File: config.mk
export PLATFORM = sky130hd
export DESIGN_NAME = timer_table
export DESIGN_NICKNAME = d
export VERILOG_FILES = /design/src/rtl/tt_pkg.sv /design/src/rtl/tt_ctrl.sv /design/src/rtl/tt_data.sv /design/src/rtl/timer_table.sv
export SDC_FILE = /design/constraint.sdc
export NUM_CORES = 2
export LEC_CHECK = 0
export ABC_CLOCK_PERIOD_IN_PS = 23800
export BUFFER_PORTS_ARGS = -buffer_cell sky130_fd_sc_hd__buf_2
export CAP_MARGIN = 20
export CORE_ASPECT_RATIO = 2
export CORE_MARGIN = 5
export CORE_UTILIZATION = 25
export DETAILED_ROUTE_END_ITERATION = 7
export PLACE_DENSITY = 0.48
export SLEW_MARGIN = 20
export SYNTH_ARGS = -nofsm -noshare
export SYNTH_HDL_FRONTEND = slang
export SYNTH_SLANG_ARGS = --single-unit
File: constraint.sdc
create_clock -name clk -period 23.8 [get_ports clk]
set_input_delay 5.95 -clock clk [delete_from_list [all_inputs] [get_ports clk]]
set_output_delay 5.95 -clock clk [all_outputs]
set_load 0.05 [all_outputs]
File: src/rtl/tt_pkg.sv
package tt_pkg;
  // Strobes from the request checker to the storage datapath.
  typedef struct packed {
    logic doSet;
    logic doUnset;
  } ttStrobe_t;
endpackage

File: src/rtl/tt_ctrl.sv
module tt_ctrl #(
  parameter int ENTRIES  = 8,
  parameter int TIME_W   = 32,
  parameter int LINE_OFF = 6,
  localparam int IDX_W   = (ENTRIES > 1) ? $clog2(ENTRIES) : 1
) (
  input  logic                clk,
  input  logic                rstN,
  input  logic                setValid,
  input  logic [LINE_OFF-1:0] setOff,
  input  logic [TIME_W-1:0]   setDelay,
  input  logic                unsetValid,
  input  logic [LINE_OFF-1:0] unsetOff,
  input  logic [ENTRIES-1:0]  setHit,
  input  logic [ENTRIES-1:0]  unsetHit,
  input  logic [ENTRIES-1:0]  freeVec,
  output tt_pkg::ttStrobe_t   strb,
  output logic [IDX_W-1:0]    setSlot,
  output logic [IDX_W-1:0]    unsetSlot,
  output logic                error
);
  logic setOk, unsetOk, setBad, unsetBad, errQ;

  // lowest free slot wins allocation
  always_comb begin
    setSlot = '0;
    for (int i = ENTRIES - 1; i >= 0; i--)
      if (freeVec[i]) setSlot = IDX_W'(i);
  end

  // at most one slot can match the cancel address
  always_comb begin
    unsetSlot = '0;
    for (int i = 0; i < ENTRIES; i++)
      if (unsetHit[i]) unsetSlot = IDX_W'(i);
  end

  always_comb begin
    setOk    = setValid && (setOff == '0) && (setDelay != '0)
               && !(|setHit) && (|freeVec);
    unsetOk  = unsetValid && (unsetOff == '0) && (|unsetHit);
    setBad   = setValid && !setOk;
    unsetBad = unsetValid && !unsetOk;
    strb.doSet   = setOk;
    strb.doUnset = unsetOk;
  end

  always_ff @(posedge clk) begin
    if (!rstN) errQ <= 1'b0;
    else       errQ <= setBad || unsetBad;
  end

  assign error = errQ;
endmodule

File: src/rtl/tt_data.sv
module tt_data #(
  parameter int ENTRIES = 8,
  parameter int ADDR_W  = 32,
  parameter int TIME_W  = 32,
  localparam int IDX_W  = (ENTRIES > 1) ? $clog2(ENTRIES) : 1
) (
  input  logic               clk,
  input  logic               rstN,
  input  tt_pkg::ttStrobe_t  strb,
  input  logic [IDX_W-1:0]   setSlot,
  input  logic [IDX_W-1:0]   unsetSlot,
  input  logic [ADDR_W-1:0]  setAddr,
  input  logic [TIME_W-1:0]  setDelay,
  input  logic [ADDR_W-1:0]  unsetAddr,
  output logic [ENTRIES-1:0] setHit,
  output logic [ENTRIES-1:0] unsetHit,
  output logic [ENTRIES-1:0] freeVec,
  output logic [ENTRIES-1:0] slotValid,
  output logic               ready,
  output logic [ADDR_W-1:0]  readyAddr,
  output logic               full
);
  logic [ADDR_W-1:0] slotAddr [ENTRIES];
  logic [TIME_W-1:0] slotDl   [ENTRIES];
  logic [TIME_W-1:0] nowCnt;
  logic              found;
  logic [IDX_W-1:0]  bestIdx;
  logic [TIME_W-1:0] bestDl;

  always_ff @(posedge clk) begin
    if (!rstN) nowCnt <= '0;
    else       nowCnt <= nowCnt + 1'b1;
  end

  for (genvar g = 0; g < ENTRIES; g++) begin : gSlot
    assign setHit[g]   = slotValid[g] && (slotAddr[g] == setAddr);
    assign unsetHit[g] = slotValid[g] && (slotAddr[g] == unsetAddr);
    assign freeVec[g]  = !slotValid[g];

    always_ff @(posedge clk) begin
      if (!rstN) begin
        slotValid[g] <= 1'b0;
        slotAddr[g]  <= '0;
        slotDl[g]    <= '0;
      end else if (strb.doSet && setSlot == IDX_W'(g)) begin
        slotValid[g] <= 1'b1;
        slotAddr[g]  <= setAddr;
        slotDl[g]    <= nowCnt + setDelay;
      end else if (strb.doUnset && unsetSlot == IDX_W'(g)) begin
        slotValid[g] <= 1'b0;
      end
    end
  end

  // ascending scan: only a strictly smaller deadline displaces the candidate
  always_comb begin
    found   = 1'b0;
    bestIdx = '0;
    bestDl  = '0;
    for (int i = 0; i < ENTRIES; i++) begin
      if (slotValid[i] && (!found || slotDl[i] < bestDl)) begin
        found   = 1'b1;
        bestIdx = IDX_W'(i);
        bestDl  = slotDl[i];
      end
    end
  end

  assign ready     = found && (nowCnt >= bestDl);
  assign readyAddr = found ? slotAddr[bestIdx] : '0;
  assign full      = &slotValid;
endmodule

File: src/rtl/timer_table.sv
module timer_table #(
  parameter int ENTRIES  = 8,
  parameter int ADDR_W   = 32,
  parameter int TIME_W   = 32,
  parameter int LINE_OFF = 6
) (
  input  logic              clk,
  input  logic              rstN,
  input  logic              setValid,
  input  logic [ADDR_W-1:0] setAddr,
  input  logic [TIME_W-1:0] setDelay,
  input  logic              unsetValid,
  input  logic [ADDR_W-1:0] unsetAddr,
  output logic              ready,
  output logic [ADDR_W-1:0] readyAddr,
  output logic              full,
  output logic              error
);
  localparam int IDX_W = (ENTRIES > 1) ? $clog2(ENTRIES) : 1;

  tt_pkg::ttStrobe_t  strb;
  logic [IDX_W-1:0]   setSlot, unsetSlot;
  logic [ENTRIES-1:0] setHit, unsetHit, freeVec, slotValid;

  tt_ctrl #(.ENTRIES(ENTRIES), .TIME_W(TIME_W), .LINE_OFF(LINE_OFF)) uCtrl (
    .clk(clk), .rstN(rstN),
    .setValid(setValid), .setOff(setAddr[LINE_OFF-1:0]), .setDelay(setDelay),
    .unsetValid(unsetValid), .unsetOff(unsetAddr[LINE_OFF-1:0]),
    .setHit(setHit), .unsetHit(unsetHit), .freeVec(freeVec),
    .strb(strb), .setSlot(setSlot), .unsetSlot(unsetSlot), .error(error)
  );

  tt_data #(.ENTRIES(ENTRIES), .ADDR_W(ADDR_W), .TIME_W(TIME_W)) uData (
    .clk(clk), .rstN(rstN), .strb(strb),
    .setSlot(setSlot), .unsetSlot(unsetSlot),
    .setAddr(setAddr), .setDelay(setDelay), .unsetAddr(unsetAddr),
    .setHit(setHit), .unsetHit(unsetHit), .freeVec(freeVec),
    .slotValid(slotValid), .ready(ready), .readyAddr(readyAddr), .full(full)
  );
endmodule

# Yosys cells after proc, flatten, opt, wreduce, memory -nomap -nowiden
# Memory sizes are Yosys's and may differ from the RTL's.
# Index checks and enable logic that the tools add are counted.
[op_classes] n_addsub=2 magnitude_cmp=8 eq_ne=30 mux=96 bitwise=16 reduce_logical=91
[op_table] operator="$mux W32" n=25
[op_table] operator="$eq A32 B32 Y1" n=16
[op_table] operator="$lt A32 B32 Y1" n=7
[op_table] operator="$mux W1" n=51
[op_table] operator="$logic_and A1 B1 Y1" n=48
[op_table] operator="$mux W3" n=16
[op_table] operator="$add A32 B1 Y32 const B" n=1
[op_table] operator="$add A32 B32 Y32" n=1
[op_table] operator="$ge A32 B32 Y1" n=1
[op_table] operator="$reduce_bool A32 Y1" n=1
[op_table] operator="$eq A3 B3 Y1 const B" n=8
[op_table] operator="$reduce_or A8 Y1" n=3
[op_table] operator="$logic_not A1 Y1" n=18
[op_table] operator="$or A1 B1 Y1" n=16
[op_table] operator="$reduce_bool A2 Y1" n=8
[op_table] operator="$eq A3 B2 Y1 const B" n=4
[op_table] operator="$logic_not A6 Y1" n=2
[op_table] operator="$logic_or A1 B1 Y1" n=8
[op_table] operator="$mux W2" n=4
[op_table] operator="$reduce_and A8 Y1" n=1
[op_table] operator="$eq A3 B1 Y1 const B" n=2
[op_table] operator="$logic_not A3 Y1" n=2
[totals] register_bits=41 ramBits=512 input_bits=100 output_inout_bits=35 memories=2
[memory_table] memory="uData.slotAddr" depth=8 width=32 read_ports=9 rd_clocked_by_memory_dff=0 wr=8 line="tt_data.sv:23" text="logic [ADDR_W-1:0] slotAddr [ENTRIES];"
[memory_table] memory="uData.slotDl" depth=8 width=32 read_ports=8 rd_clocked_by_memory_dff=0 wr=8 line="tt_data.sv:24" text="logic [TIME_W-1:0] slotDl [ENTRIES];"

# Depth between registers and ports, before layout
# An unclocked memory read counts as a cell.
[logic_depth] ltp_word=32 mapped_depth=111

# Cells and area by module
# A second synthesis with hierarchy kept.
[unflattened] cells_unflattened=3909 area_unflattened_um2=39046.2
[modules_own_cells] module="tt_data" n_inst=1 cells_per_inst=3859 area_each_um2=38714.6 seq_area_each_um2=16175.5
[modules_own_cells] module="tt_ctrl" n_inst=1 cells_per_inst=50 area_each_um2=331.6 seq_area_each_um2=20.0

# Worst setup path before layout
# Ideal clock, no wire load.
[synth_timing] kind="flip-flop to output port" start="reg uData.slotValid[0]" end="out ready" arrival_time_ns=19.449 t_required_ns=17.850 slack_ns=-1.599 path_stages_with_launch=109 cell_sequence="dfxtp_1 clkbuf_1 buf_1 nand2_1 ha_1 o21ai_0 nor4b_1 o31ai_1 a21oi_1 a31oi_1 nand2_1 clkbuf_1 nand2_1 o21ai_0 inv_1 ha_1 a2111oi_0 nand2_1 [... 73 more ...] ha_1 nand2b_1 a21o_1 a21o_1 a21o_1 a21o_1 a21o_1 a21o_1 a21o_1 a21o_1 a21o_1 a21o_1 a21oi_1 nor2b_1 o21ai_0 a211oi_1 o21ai_0 a31oi_1"
[synth_between] elab_chain_cells=31
[synth_rtl] item="start: declaration" line="tt_data.sv:18" text="output logic [ENTRIES-1:0] slotValid,"
[synth_rtl] item="start signal: indexed assignment" line="tt_data.sv:42" text="slotValid[g] <= 1'b0;"
[synth_rtl] item="start signal: indexed assignment" line="tt_data.sv:46" text="slotValid[g] <= 1'b1;"
[synth_rtl] item="start signal: indexed assignment" line="tt_data.sv:50" text="slotValid[g] <= 1'b0;"
[synth_rtl] item="$mux W32 or $mux W1 (tied branches)" line="tt_data.sv:61" text="if (slotValid[i] && (!found || slotDl[i] < bestDl)) begin"
[synth_rtl] item="$lt A32 B32 Y1 or $logic_not A1 Y1 (tied branches)" line="tt_data.sv:61"
[synth_rtl] item="$logic_or A1 B1 Y1" line="tt_data.sv:61"
[synth_rtl] item="$logic_and A1 B1 Y1" line="tt_data.sv:61"
[synth_rtl] item="$mux W32 or $mux W1 (tied branches)" line="tt_data.sv:61"
[synth_rtl] item="$lt A32 B32 Y1 or $logic_not A1 Y1 (tied branches)" line="tt_data.sv:61"
[synth_rtl] item="$logic_or A1 B1 Y1" line="tt_data.sv:61"
[synth_rtl] item="$logic_and A1 B1 Y1" line="tt_data.sv:61"
[synth_rtl] item="[... 15 more ...]"
[synth_rtl] item="$logic_and A1 B1 Y1" line="tt_data.sv:61"
[synth_rtl] item="$mux W32 or $mux W1 (tied branches)" line="tt_data.sv:61"
[synth_rtl] item="$lt A32 B32 Y1 or $logic_not A1 Y1 (tied branches)" line="tt_data.sv:61"
[synth_rtl] item="$logic_or A1 B1 Y1" line="tt_data.sv:61"
[synth_rtl] item="$logic_and A1 B1 Y1" line="tt_data.sv:61"
[synth_rtl] item="$mux W32" line="tt_data.sv:61"
[synth_rtl] item="$ge A32 B32 Y1" line="tt_data.sv:69" text="assign ready = found && (nowCnt >= bestDl);"
[synth_rtl] item="$logic_and A1 B1 Y1 (*)" line="tt_data.sv:69"
[synth_rtl] item="end: declaration" line="timer_table.sv:14" text="output logic ready,"
# Mark *: on every way between the ends. The rest lies on a longest branch, timed or not.

# Worst setup path after layout
# Ends and elaborated chain as after synthesis.

==> metrics.md <==
| Metric | Value |
|---|---|
| CP Class | `flop to output pin` |
| Pre-CTS setup slack | `-2.314 ns` |
| Final setup violation count | `1` |
| Grt peak-use layer | `met2` |
| Post-synthesis cell type count | `82` |
| Reg2Reg Capture Point | `uData.slotDl[0][94]` |
| Pin count of the biggest net entering global routing | `65` |
| Worst hold path class | `flop to flop` |
| Most used cell, CP | `a21o_1` |
| Detail Route Antenna Nets | `0` |
| Pre-antenna DRT Iters | `5` |
| Routed wire per std cell | `26.68 um` |
| 1st-iter DRT viols | `3067` |
| Ports | `135` |
| TritonCTS clock tree | `built` |
| Buffers on Ports | `134` |
| RSZ-0062 raised after global routing | `yes` |
| Setup tns final | `-1.714 ns` |
| Fmax | `39.19 MHz` |
| Vias in the first global route | `31580` |
| YS warnings | `0` |
| Worst setup SP type | `flop` |
| Slew margin rel. | `23.60%` |
| DRC | `0` |
| Crit path capture type | `output pin` |
| Clock buffer count from CTS | `60` |
| Root Buffer | `clkbuf_16` |
| Die W | `286.5 um` |
| M2 GR Usage | `31.54%` |
| Max Fanout on Critical Path | `24` |
| Worst-path clk slew | `0.07 ns` |
| Aggregate routed wire length | `170.6 mm` |
| Hpwl dp | `126.4 mm` |
| CTS sink cnt | `553` |
| Hold Crit Depth | `1` |
| Cells after Synth | `3873` |
| Initial antenna violation count | `8` |
| Total power | `2439 uW` |
| Post-Route Skew | `0.03612 ns` |
| Final #Nets | `4775` |
| Clk buf depth | `3` |
| Post-synthesis register bit count | `553` |
| Hold Crit Endpoint | `uData.nowCnt[0]` |
| WP data required | `17.85 ns` |
| Static Leak | `0.01972 uW` |
| Syn Std Cell Area | `38220 um^2` |
| Final Max Tran Viols | `0` |
| PnR worst setup slack | `-1.714 ns` |
| Core box area | `152400 um^2` |
| # hold bufs at CTS | `0` |
| Worst EP arrival | `19.56 ns` |
| H-tree levels | `2` |
| Layout Cells excl Fill | `6393` |
| Worst-margin pin slew | `1.136 ns` |
| Crit path time final | `25.51 ns` |
| Area grow syn2layout | `29.58%` |
| Congestion Overflow GR | `0` |
| Placer Congestion | `1.034` |
| Placed cell count | `6184` |
| Max_cap viols | `0` |
| Hold_sp | `uData.nowCnt[0]` |
| Status | `finished, violations left` |
| Clock Latency Late Sink | `0.70 ns` |
| # rows | `203` |
| Synth Area per Inst | `9.867 um^2` |
| GR Util All Layers | `19.68%` |
| Die area | `161300 um^2` |
| Pwr/cell area | `49.25 nW/um^2` |
| Vias | `32490` |
| Max incr delay on CP | `0.57 ns` |
| Peak VDD IR | `0.05326 mV` |
| Die H | `562.9 um` |
| Failing checks | `negative setup slack` |
| Reg2reg setup slack | `18.33 ns` |
| Share of cells above drive strength 1 | `23.82%` |
| Top FF cell, synth | `edfxtp_1` |
| Routed vias/inst | `5.081` |
| CP max stage cell | `or4_4` |
| First-pass GRT wire length | `231.7 mm` |
| Met3 Resource Use GR | `3.518%` |
| Final hold violation count | `0` |
| Fill count | `15620` |
| Initial core utilization | `25.08%` |
| Met1 usage | `26.93%` |
| Worst reg-to-reg path cell count | `21` |
| Reg2reg start | `uData.nowCnt[0]` |
| Post-synthesis sequential area ratio | `42.38%` |
| Post-synth ARST share | `0%` |
| EDFF count, synth | `512` |
| Final period util | `107.2%` |
[final cells by class]
| class | instances | area [um^2] | share of cell area, % |
|---|---|---|---|
| Inverter | 137 | 514.2 | 1.038 |
| Sequential cell | 553 | 16200 | 32.71 |
| Clock inverter | 45 | 455.4 | 0.9197 |
| Timing Repair Buffer | 640 | 5677 | 11.46 |
| Tap cell | 1947 | 2436 | 4.919 |
| Antenna cell | 1 | 2.502 | 0.005053 |
| Multi-Input combinational cell | 3002 | 22650 | 45.74 |
| Clock buffer | 68 | 1584 | 3.199 |
[synth_stat cells (34+ instances only)]
cell / n / area [um^2]
nor2_1: 421 / 1580
nand2_1: 302 / 1134
dfxtp_1: 41 / 820.8
and2_1: 214 / 1339
a21o_1: 64 / 480.5
ha_1: 280 / 3503
edfxtp_1: 512 / 15370
xor2_1: 143 / 1252
xnor2_1: 415 / 3635
clkbuf_1: 190 / 713.2
nand4_1: 154 / 963.4
nor3_1: 34 / 170.2
mux2i_1: 185 / 1852
nor4_1: 58 / 362.9
nand3_1: 60 / 300.3
a21oi_1: 181 / 905.9
inv_1: 136 / 510.5
o21ai_0: 159 / 795.8
[kinds of logic after synthesis]
logic type | after synthesis | share of synthesized area (%)
DFF | 553 | 42.38
AOI/OAI and AO/OA | 580 | 9.750
other | 1 | 0.009813
xor gates and xnor gates | 558 | 12.79
muxes | 186 | 4.875
adders and majority gates | 281 | 9.220
and+or+nand+nor | 1347 | 17.14
buffers and inverters | 367 | 3.834
[placed cells by master (no fill, tap or decap), types with 75 or more instances in the layout]
master,netlist,routed
buf_2,16,102
clkbuf_16,0,75
xnor2_1,415,415
nor2_1,421,412
a21oi_1,181,130
mux2i_1,185,150
nand2_1,302,281
ha_1,280,245
inv_1,136,129
edfxtp_1,512,512
and2_1,214,213
o21ai_0,159,79
buf_4,6,435
xor2_1,143,142
nand4_1,154,154
[worst max path at each step]
| stage | start | endpoint | slack (ns) | cells past startpoint |
|---|---|---|---|---|
| after global routing | uData.slotValid[0] | ready | -2.66 | 115 |
| final | uData.slotValid[0] | ready | -1.71 | 113 |
| after CTS | uData.slotValid[0] | ready | -1.70 | 107 |
| after floorplan | uData.slotValid[0] | ready | 0.01 | 106 |
| after global placement | uData.slotValid[0] | ready | -1.95 | 105 |
| after detailed placement | uData.slotValid[0] | ready | -2.31 | 107 |
[worst max-delay path, delay by kind of cell (launching register included)]
kind,cells,cell delay [ns]
and+or+nand+nor,25,3.75
muxes,2,0.33
AOI/OAI and AO/OA,56,9.14
adders and majority gates,8,2.00
DFF,1,0.45
buffers and inverters,22,3.16
[repair_timing]
item	4_1_cts	5_1_grt
setup endpoints to repair	33	33
buffers inserted	20	56
gates cloned	2	16
pin swaps	29	93
gates resized for setup	84	363
[per-layer routing]
| metal | up-vias | routed length (um) |
|---|---|---|
| li1 | 14800 | - |
| met1 | 16190 | 74590 |
| met2 | 1217 | 77410 |
| met3 | 282 | 11920 |
| met4 | 4 | 6598 |
| met5 | - | 68 |
[state kept, by name, indices dropped and copies added, names as in the netlist]
signal,flops
uData.nowCnt,32
uData.slotAddr,256
uCtrl.error,1
uData.slotDl,256
uData.slotValid,8
[through the flow]
step / utilization [%] / instance area [um^2] / hold slack [ns]
CTS: 30.84 / 47000 / 0.5184
global route: 32.49 / 49520 / 0.5363
detailed placement: 29.24 / 44560 / 0.5006
floorplan: - / 38500 / 0.4516
global placement: 29.23 / 44550 / 0.4886
finish: 32.49 / 49520 / 0.5206
[report_power, final]
group / switching [uW] / internal [uW] / leakage [uW]
Combinational: 195 / 102 / 0.0130
Sequential: 41.8 / 1090 / 0.00570
Clock: 452 / 558 / 0.000989
Total: 689 / 1750 / 0.0197
Note: power is estimated with default switching activity, not from simulation.
